File: src/rtl/intc_pkg.sv
package intc_pkg;
   localparam int LVL_W   = 2;
   localparam int NUM_LVL = 1 << LVL_W;
   typedef logic [LVL_W-1:0] lvl_t;
endpackage

File: src/rtl/intc_prio_regs.sv
module intc_prio_regs
   import intc_pkg::*;
#(
   parameter int NUM_SRC   = 82,
   parameter int DATA_W    = 16,
   parameter int BASE_W    = 16,
   parameter int ADDR_W    = 4,
   parameter int FIXED_CNT = 2,
   parameter int FIXED_LVL = 3
)(
   input  logic                      clk,
   input  logic                      rst_n,
   input  logic                      we,
   input  logic [ADDR_W-1:0]         addr,
   input  logic [DATA_W-1:0]         wdata,
   output lvl_t [NUM_SRC-1:0]        src_lvl,
   output logic [BASE_W-1:0]         base
);
   localparam int SPW       = DATA_W / LVL_W;
   localparam int NWORDS    = (NUM_SRC + SPW - 1) / SPW;
   localparam int BASE_ADDR = NWORDS;

   if (BASE_ADDR >= (1 << ADDR_W)) begin : g_addr_chk
      $error("ADDR_W too narrow for the register map");
   end
   if (BASE_W > DATA_W) begin : g_base_chk
      $error("BASE_W must not exceed DATA_W");
   end
   if (FIXED_LVL >= NUM_LVL || FIXED_CNT > NUM_SRC) begin : g_fix_chk
      $error("fixed-level parameters out of range");
   end

   for (genvar s = 0; s < NUM_SRC; s++) begin : g_src
      localparam int WORD = s / SPW;
      localparam int SLOT = s % SPW;
      if (s < FIXED_CNT) begin : g_fixed
         assign src_lvl[s] = lvl_t'(FIXED_LVL);
      end else begin : g_prog
         lvl_t lvl_q;
         always_ff @(posedge clk or negedge rst_n) begin
            if (!rst_n) begin
               lvl_q <= '0;
            end else if (we && addr == ADDR_W'(WORD)) begin
               lvl_q <= wdata[SLOT*LVL_W +: LVL_W];
            end
         end
         assign src_lvl[s] = lvl_q;
      end
   end

   always_ff @(posedge clk or negedge rst_n) begin
      if (!rst_n) begin
         base <= '0;
      end else if (we && addr == ADDR_W'(BASE_ADDR)) begin
         base <= wdata[BASE_W-1:0];
      end
   end
endmodule

File: src/rtl/intc_level_arb.sv
module intc_level_arb
   import intc_pkg::*;
#(
   parameter int NUM_SRC = 82,
   localparam int ID_W   = $clog2(NUM_SRC)
)(
   input  logic [NUM_SRC-1:0]            req,
   input  lvl_t [NUM_SRC-1:0]            src_lvl,
   output logic [NUM_LVL-1:0]            lvl_any,
   output logic [NUM_LVL-1:0][ID_W-1:0]  lvl_id
);
   for (genvar l = 0; l < NUM_LVL; l++) begin : g_lvl
      logic [NUM_SRC-1:0] hit_vec;
      logic [ID_W-1:0]    first_id;

      always_comb begin
         for (int s = 0; s < NUM_SRC; s++) begin
            hit_vec[s] = req[s] && (src_lvl[s] == lvl_t'(l));
         end
      end

      // lowest index wins: scan downward so the last hit kept is the smallest
      always_comb begin
         first_id = '0;
         for (int s = NUM_SRC - 1; s >= 0; s--) begin
            if (hit_vec[s]) begin
               first_id = ID_W'(s);
            end
         end
      end

      assign lvl_any[l] = |hit_vec;
      assign lvl_id[l]  = first_id;
   end
endmodule

File: src/rtl/intc_sel.sv
module intc_sel
   import intc_pkg::*;
#(
   parameter int ID_W = 7
)(
   input  logic [NUM_LVL-1:0]            lvl_any,
   input  logic [NUM_LVL-1:0][ID_W-1:0]  lvl_id,
   input  lvl_t                          core_mask,
   input  logic [NUM_LVL-1:0]            in_svc,
   output logic                          sel_valid,
   output lvl_t                          sel_lvl,
   output logic [ID_W-1:0]               sel_id,
   output logic                          wake
);
   lvl_t               svc_top;
   logic [NUM_LVL-1:0] mask_ok;
   logic [NUM_LVL-1:0] nest_ok;

   always_comb begin
      svc_top = '0;
      for (int l = 0; l < NUM_LVL; l++) begin
         if (in_svc[l]) begin
            svc_top = lvl_t'(l);
         end
      end
   end

   for (genvar l = 0; l < NUM_LVL; l++) begin : g_perm
      assign mask_ok[l] = lvl_t'(l) >= core_mask;
      assign nest_ok[l] = (in_svc == '0) || (lvl_t'(l) > svc_top);
   end

   always_comb begin
      sel_valid = 1'b0;
      sel_lvl   = '0;
      sel_id    = '0;
      for (int l = 0; l < NUM_LVL; l++) begin
         if (lvl_any[l] && mask_ok[l] && nest_ok[l]) begin
            sel_valid = 1'b1;
            sel_lvl   = lvl_t'(l);
            sel_id    = lvl_id[l];
         end
      end
   end

   assign wake = |(lvl_any & mask_ok);
endmodule

File: src/rtl/intc_nest.sv
module intc_nest
   import intc_pkg::*;
(
   input  logic                clk,
   input  logic                rst_n,
   input  logic                ack,
   input  logic                done,
   input  logic                pres_valid,
   input  lvl_t                pres_lvl,
   output logic [NUM_LVL-1:0]  in_svc,
   output lvl_t                cur_code
);
   logic [NUM_LVL-1:0] top_oh;
   logic [NUM_LVL-1:0] clr_vec;
   logic [NUM_LVL-1:0] set_vec;
   int unsigned        top_idx;

   always_comb begin
      top_oh  = '0;
      top_idx = 0;
      for (int l = 0; l < NUM_LVL; l++) begin
         if (in_svc[l]) begin
            top_oh  = '0;
            top_oh[l] = 1'b1;
            top_idx = l;
         end
      end
   end

   assign clr_vec = done ? top_oh : '0;
   assign set_vec = (ack && pres_valid) ? (NUM_LVL'(1) << pres_lvl) : '0;

   always_ff @(posedge clk or negedge rst_n) begin
      if (!rst_n) begin
         in_svc <= '0;
      end else begin
         in_svc <= (in_svc & ~clr_vec) | set_vec;
      end
   end

   always_comb begin
      if (in_svc == '0) begin
         cur_code = '0;
      end else if (top_idx + 1 >= NUM_LVL) begin
         cur_code = lvl_t'(NUM_LVL - 1);
      end else begin
         cur_code = lvl_t'(top_idx + 1);
      end
   end
endmodule

File: src/rtl/vec_intc.sv
module vec_intc
   import intc_pkg::*;
#(
   parameter int NUM_SRC   = 82,
   parameter int DATA_W    = 16,
   parameter int BASE_W    = 16,
   parameter int ADDR_W    = 4,
   parameter int FIXED_CNT = 2,
   parameter int FIXED_LVL = 3,
   localparam int ID_W     = $clog2(NUM_SRC),
   localparam int VEC_W    = BASE_W + ID_W
)(
   input  logic                clk,
   input  logic                rst_n,
   input  logic [NUM_SRC-1:0]  irq_req,
   input  logic [LVL_W-1:0]    core_mask,
   input  logic                reg_we,
   input  logic [ADDR_W-1:0]   reg_addr,
   input  logic [DATA_W-1:0]   reg_wdata,
   input  logic                irq_ack,
   input  logic                irq_done,
   output logic                irq_valid,
   output logic [VEC_W-1:0]    irq_vec,
   output logic [LVL_W-1:0]    irq_lvl,
   output logic [LVL_W-1:0]    cur_lvl,
   output logic                irq_wake
);
   if (NUM_SRC < 2) begin : g_src_chk
      $error("NUM_SRC must be at least 2");
   end

   lvl_t [NUM_SRC-1:0]            src_lvl;
   logic [BASE_W-1:0]             base;
   logic [NUM_LVL-1:0]            lvl_any;
   logic [NUM_LVL-1:0][ID_W-1:0]  lvl_id;
   logic [NUM_LVL-1:0]            in_svc;
   logic                          sel_valid;
   lvl_t                          sel_lvl;
   logic [ID_W-1:0]               sel_id;
   logic                          sel_wake;

   intc_prio_regs #(
      .NUM_SRC(NUM_SRC), .DATA_W(DATA_W), .BASE_W(BASE_W),
      .ADDR_W(ADDR_W), .FIXED_CNT(FIXED_CNT), .FIXED_LVL(FIXED_LVL)
   ) u_regs (
      .clk(clk), .rst_n(rst_n), .we(reg_we), .addr(reg_addr),
      .wdata(reg_wdata), .src_lvl(src_lvl), .base(base)
   );

   intc_level_arb #(.NUM_SRC(NUM_SRC)) u_arb (
      .req(irq_req), .src_lvl(src_lvl), .lvl_any(lvl_any), .lvl_id(lvl_id)
   );

   intc_sel #(.ID_W(ID_W)) u_sel (
      .lvl_any(lvl_any), .lvl_id(lvl_id), .core_mask(core_mask),
      .in_svc(in_svc), .sel_valid(sel_valid), .sel_lvl(sel_lvl),
      .sel_id(sel_id), .wake(sel_wake)
   );

   intc_nest u_nest (
      .clk(clk), .rst_n(rst_n), .ack(irq_ack), .done(irq_done),
      .pres_valid(irq_valid), .pres_lvl(irq_lvl),
      .in_svc(in_svc), .cur_code(cur_lvl)
   );

   always_ff @(posedge clk or negedge rst_n) begin
      if (!rst_n) begin
         irq_valid <= 1'b0;
         irq_vec   <= '0;
         irq_lvl   <= '0;
         irq_wake  <= 1'b0;
      end else begin
         irq_valid <= sel_valid;
         irq_vec   <= sel_valid ? {base, sel_id} : '0;
         irq_lvl   <= sel_valid ? sel_lvl : '0;
         irq_wake  <= sel_wake;
      end
   end
endmodule

File: config.mk
export PLATFORM = sky130hd
export DESIGN_NAME = vec_intc
export DESIGN_NICKNAME = d
export VERILOG_FILES = /design/src/rtl/intc_pkg.sv /design/src/rtl/intc_prio_regs.sv /design/src/rtl/intc_level_arb.sv /design/src/rtl/intc_sel.sv /design/src/rtl/intc_nest.sv /design/src/rtl/vec_intc.sv
export SDC_FILE = /design/constraint.sdc
export NUM_CORES = 1
export LEC_CHECK = 0
export CORE_MARGIN = 5
export CORE_UTILIZATION = 45
export CTS_BUF_LIST = sky130_fd_sc_hd__clkbuf_4 sky130_fd_sc_hd__clkbuf_8
export CTS_CLUSTER_DIAMETER = 50
export DETAILED_ROUTE_END_ITERATION = 16
export GPL_ROUTABILITY_DRIVEN = 0
export PLACE_DENSITY_LB_ADDON = 0.12
export SETUP_SLACK_MARGIN = 0.2
export SLEW_MARGIN = 0
export SYNTH_ARGS = -nofsm -noshare
export SYNTH_HDL_FRONTEND = slang
export SYNTH_SLANG_ARGS = --single-unit
File: constraint.sdc
create_clock -name clk -period 2.78 [get_ports clk]
set_input_delay 0.556 -clock clk [delete_from_list [all_inputs] [get_ports clk]]
set_output_delay 0.556 -clock clk [all_outputs]
set_load 0.005 [all_outputs]
==> results.tsv <==
stage	metric	value	unit
run_status	status	finished, violations left	
run_status	failing checks	setup timing	
synthesis	Yosys top cell area share	35.9	%
worst_setup_path	CP Max Fanout	4	
synthesis	register area share after synthesis	35.9	%
detailed_routing	wire length on met2	28500	um
synthesis	Post-synth top cells	dfrtp_1, mux2_2, nand2_1	
synthesis	ys flop type	dfrtp_1	
cells_and_area	# diodes	0	
synthesis	Synth area leader	dfrtp_1	
worst_setup_path	CP top delay family	simple AND/OR/NAND/NOR gates	
synthesis	number of synthesized flops with an enable pin	0	
synthesis	top-count cell post-synth	dfrtp_1	
detailed_routing	average routed wire per standard cell	22.6	um
grt	total track usage	33.3	%
power	Pwr Density	756	nW/um^2
synthesis	Mapped Nets	1712	
sta	final hold viol count	0	
cts	Reg clk slew, reported paths	60	ps
synthesis	async set or reset register ratio after synthesis	100	%
cts	CTS Buffer Depth	3	
detailed_routing	met3 WL	4450	um
cells_and_area	Layout area overhead	50.4	%
synthesis	synth top area cells	dfrtp_1, mux2_2, nand3b_1	
placement	HPWL after DPL	46600	um
floorplanning	total die area	35800	um^2
sta	Slew Viols, Final	0	
sta	Final WS setup	-34.6	ps
sta	Final Skew	28.0	ps
sta	period utilization	101	%
detailed_routing	Routed WL	61400	um
sta	RSZ-0062 raised after global routing	yes	
cts	CTS Buf Count	39	
worst_setup_path	Worst Path Required	3270	ps
hold_path	hold_sp	u_regs.base[0]$_DFFE_PN0P_	
worst_setup_path	reg2reg start	u_regs.g_src[30].g_prog.lvl_q[0]$_DFFE_PN0P_	
cells_and_area	cell area after layout	21700	um^2
cells_and_area	fin util	68.6	%
synthesis	Mapped Area	14400	um^2
worst_setup_path	CP most frequent cell	buf_4	
cts	Clock Latency Late Sink	580	ps
grt	vias in the first global route	16300	
cts	clock sinks	207	
worst_setup_path	Crit. Startpoint	u_regs.g_src[30].g_prog.lvl_q[0]$_DFFE_PN0P_	
power	Max rail drop VDD	0.479	mV
detailed_routing	Top Layer Used	met4	
synthesis	synth warn	0	
detailed_routing	1st-iter DRT viols	1483	
synthesis	Syn Inst Count	1603	
grt	largest net degree at the start of global routing	68	
worst_setup_path	Setup Crit Path Kind	flip-flop to flip-flop	
cts	H-tree depth	2	
detailed_routing	via count	16400	
detailed_routing	vias per cell	6.02	
floorplanning	die height	189	um
worst_setup_path	critical-path cell list	and3b_2 > nor4_2 > buf_4 > or4b_4 > nand4b_1 > buf_4 > nor2_4 > nand2_4 > a211oi_4 > nor3_2 > a221oi_2	
power	Pleak	9.95	nW
worst_setup_path	Setup crit start kind	flip-flop	
grt	Overflow after GRT	0	
worst_setup_path	Crit path arrival time	3310	ps
floorplanning	initial core utilization	45.6	%
cts	root buffer cell	clkbuf_8	
detailed_routing	router iterations before antenna repair	6	
sta	hold slack final	488	ps
worst_setup_path	Buf+Inv Stages, Crit Path	2	
cells_and_area	share of cells above drive strength 1	39.2	%
worst_setup_path	CP endpoint kind	flip-flop	
floorplanning	# rows	65	
sta	Max Fclk	355	MHz
sta	# setup viols final	2	
placement	Post-DP Area	20200	um^2
floorplanning	CORE AREA	31600	um^2
placement	count of buffers from port buffering	137	
cells_and_area	nets@finish	2398	
synthesis	post-synthesis register bit count	207	
sta	Final Critical Period	2810	ps
synthesis	Unique masters post-synth	80	
cts	CTS tree	yes	
sta	worst rel slew slack	57.3	%
sta	setup TNS	-51.2	ps
sta	worst-margin pin slew	632	ps
worst_setup_path	Worst path slowest cell	or4b_4	
detailed_routing	M1 WL	24400	um
floorplanning	chip width	189	um
detailed_routing	Final ANT Viol Nets	0	
grt	number of antenna violations at the first check in global routing	3	
power	Design Power	16.4	mW
job	max-cap viol count	0	
synthesis	mean post-synth cell area	9.00	um^2
hold_path	HP Class	flip-flop to flip-flop	
worst_setup_path	slowest cell delay on critical path	490	ps
detailed_routing	DRC Markers	0	
floorplanning	I/O pin cnt	138	
grt	first-pass GRT wire length	92100	um
state kept, by name, indices dropped and copies added (netlist names):
| signal | cells |
|---|---|
| irq_vec | 23 |
| irq_wake | 1 |
| u_regs.g_src.g_prog.lvl_q | 160 |
| irq_valid | 1 |
| u_regs.base | 16 |
| irq_lvl | 2 |
| u_nest.in_svc | 4 |
placed cells by master, fill, tap and decap left out, types with 11 or more instances in the layout:
master and n:
and3_1 11, nand4_1 54, mux2_2 175, clkbuf_8 51, and3b_1 27, nor2_1 117, o21ai_0 62, inv_1 24
clkdlybuf4s50_1 125, o2111ai_1 14, a31oi_1 20, nand2_1 153, clkbuf_4 12, nor3b_2 32, nand2b_1 27, o31ai_1 13
nor4_1 25, nand3b_1 128, o211ai_1 22, nor2b_1 30, nor4_2 12, nor3b_1 43, nor3_1 26, a211oi_1 18
nand3_1 112, buf_4 535, a21oi_1 58, dfrtp_1 202
report_power, final:
part	internal [mW]	switching (mW)
logic	4.36	3.99
clock network	1.97	1.38
registers	3.79	0.909
total	10.1	6.27
routing by layer:
metal  track usage [%]  vias to the layer above
met5                 0                        -
met1              41.1                     7888
met3              5.70                      215
li1                  -                     7513
met2              54.8                      759
met4              20.1                        0
area by class of cell:
type,instances,area [um^2]
tap,402,503
sequential,207,5190
fill,2590,9940
timing repair buffer,682,5590
inverter,25,93.8
clock buffer,62,778
multi-input combinational,1334,9440
clock inverter,9,106
metrics by stage:
step / instances / worst slack, ps
after global placement: 2634 / -576
final: 2721 / -34.6
after floorplan: 1603 / 181
after CTS: 2716 / 92.7
after global routing: 2721 / -122
after detailed placement: 2634 / -602
worst reg2reg max path, delay by kind of cell (launching register included):
family | cells | cell delay, ps
simple gates | 7 | 1560
flops | 1 | 380
buf+inv | 2 | 360
compound gates | 2 | 440
what timing repair did:
action | in CTS | in global routing
endpoints found under the setup margin | 26 | 26
hold endpoints to repair | 8 | 0
pin swaps | 19 | 9
cloned | 1 | 0
gates resized for setup | 41 | 65
setup buffers | 9 | 5
hold buffers | 1 | 0
path summary, 6_finish.rpt:
kind                       cells after the start  slack (ps)                                      endpoint
setup / recovery                              11         -30                          irq_vec[2]$_DFF_PN0_
hold / removal                                 1         490                          irq_vec[7]$_DFF_PN0_
setup reg to reg                              11         -30                          irq_vec[2]$_DFF_PN0_
hold reg to reg                                1         490                          irq_vec[7]$_DFF_PN0_
max in group asynchronous                      3        1500   u_regs.g_src[6].g_prog.lvl_q[0]$_DFFE_PN0P_
min in group asynchronous                      2         580  u_regs.g_src[81].g_prog.lvl_q[0]$_DFFE_PN0P_
logic make-up (layout without fill, tap and decap cells):
logic type / after synthesis / count (layout) / synth area share (%)
AO/OA/AOI/OAI: 279 / 279 / 13.0
buffers and inverters: 62 / 778 / 1.74
flip-flops: 207 / 207 / 35.9
multiplexers: 176 / 176 / 13.7
AND/OR/NAND/NOR: 879 / 879 / 35.7
Note: power is estimated with default switching activity, not from simulation.
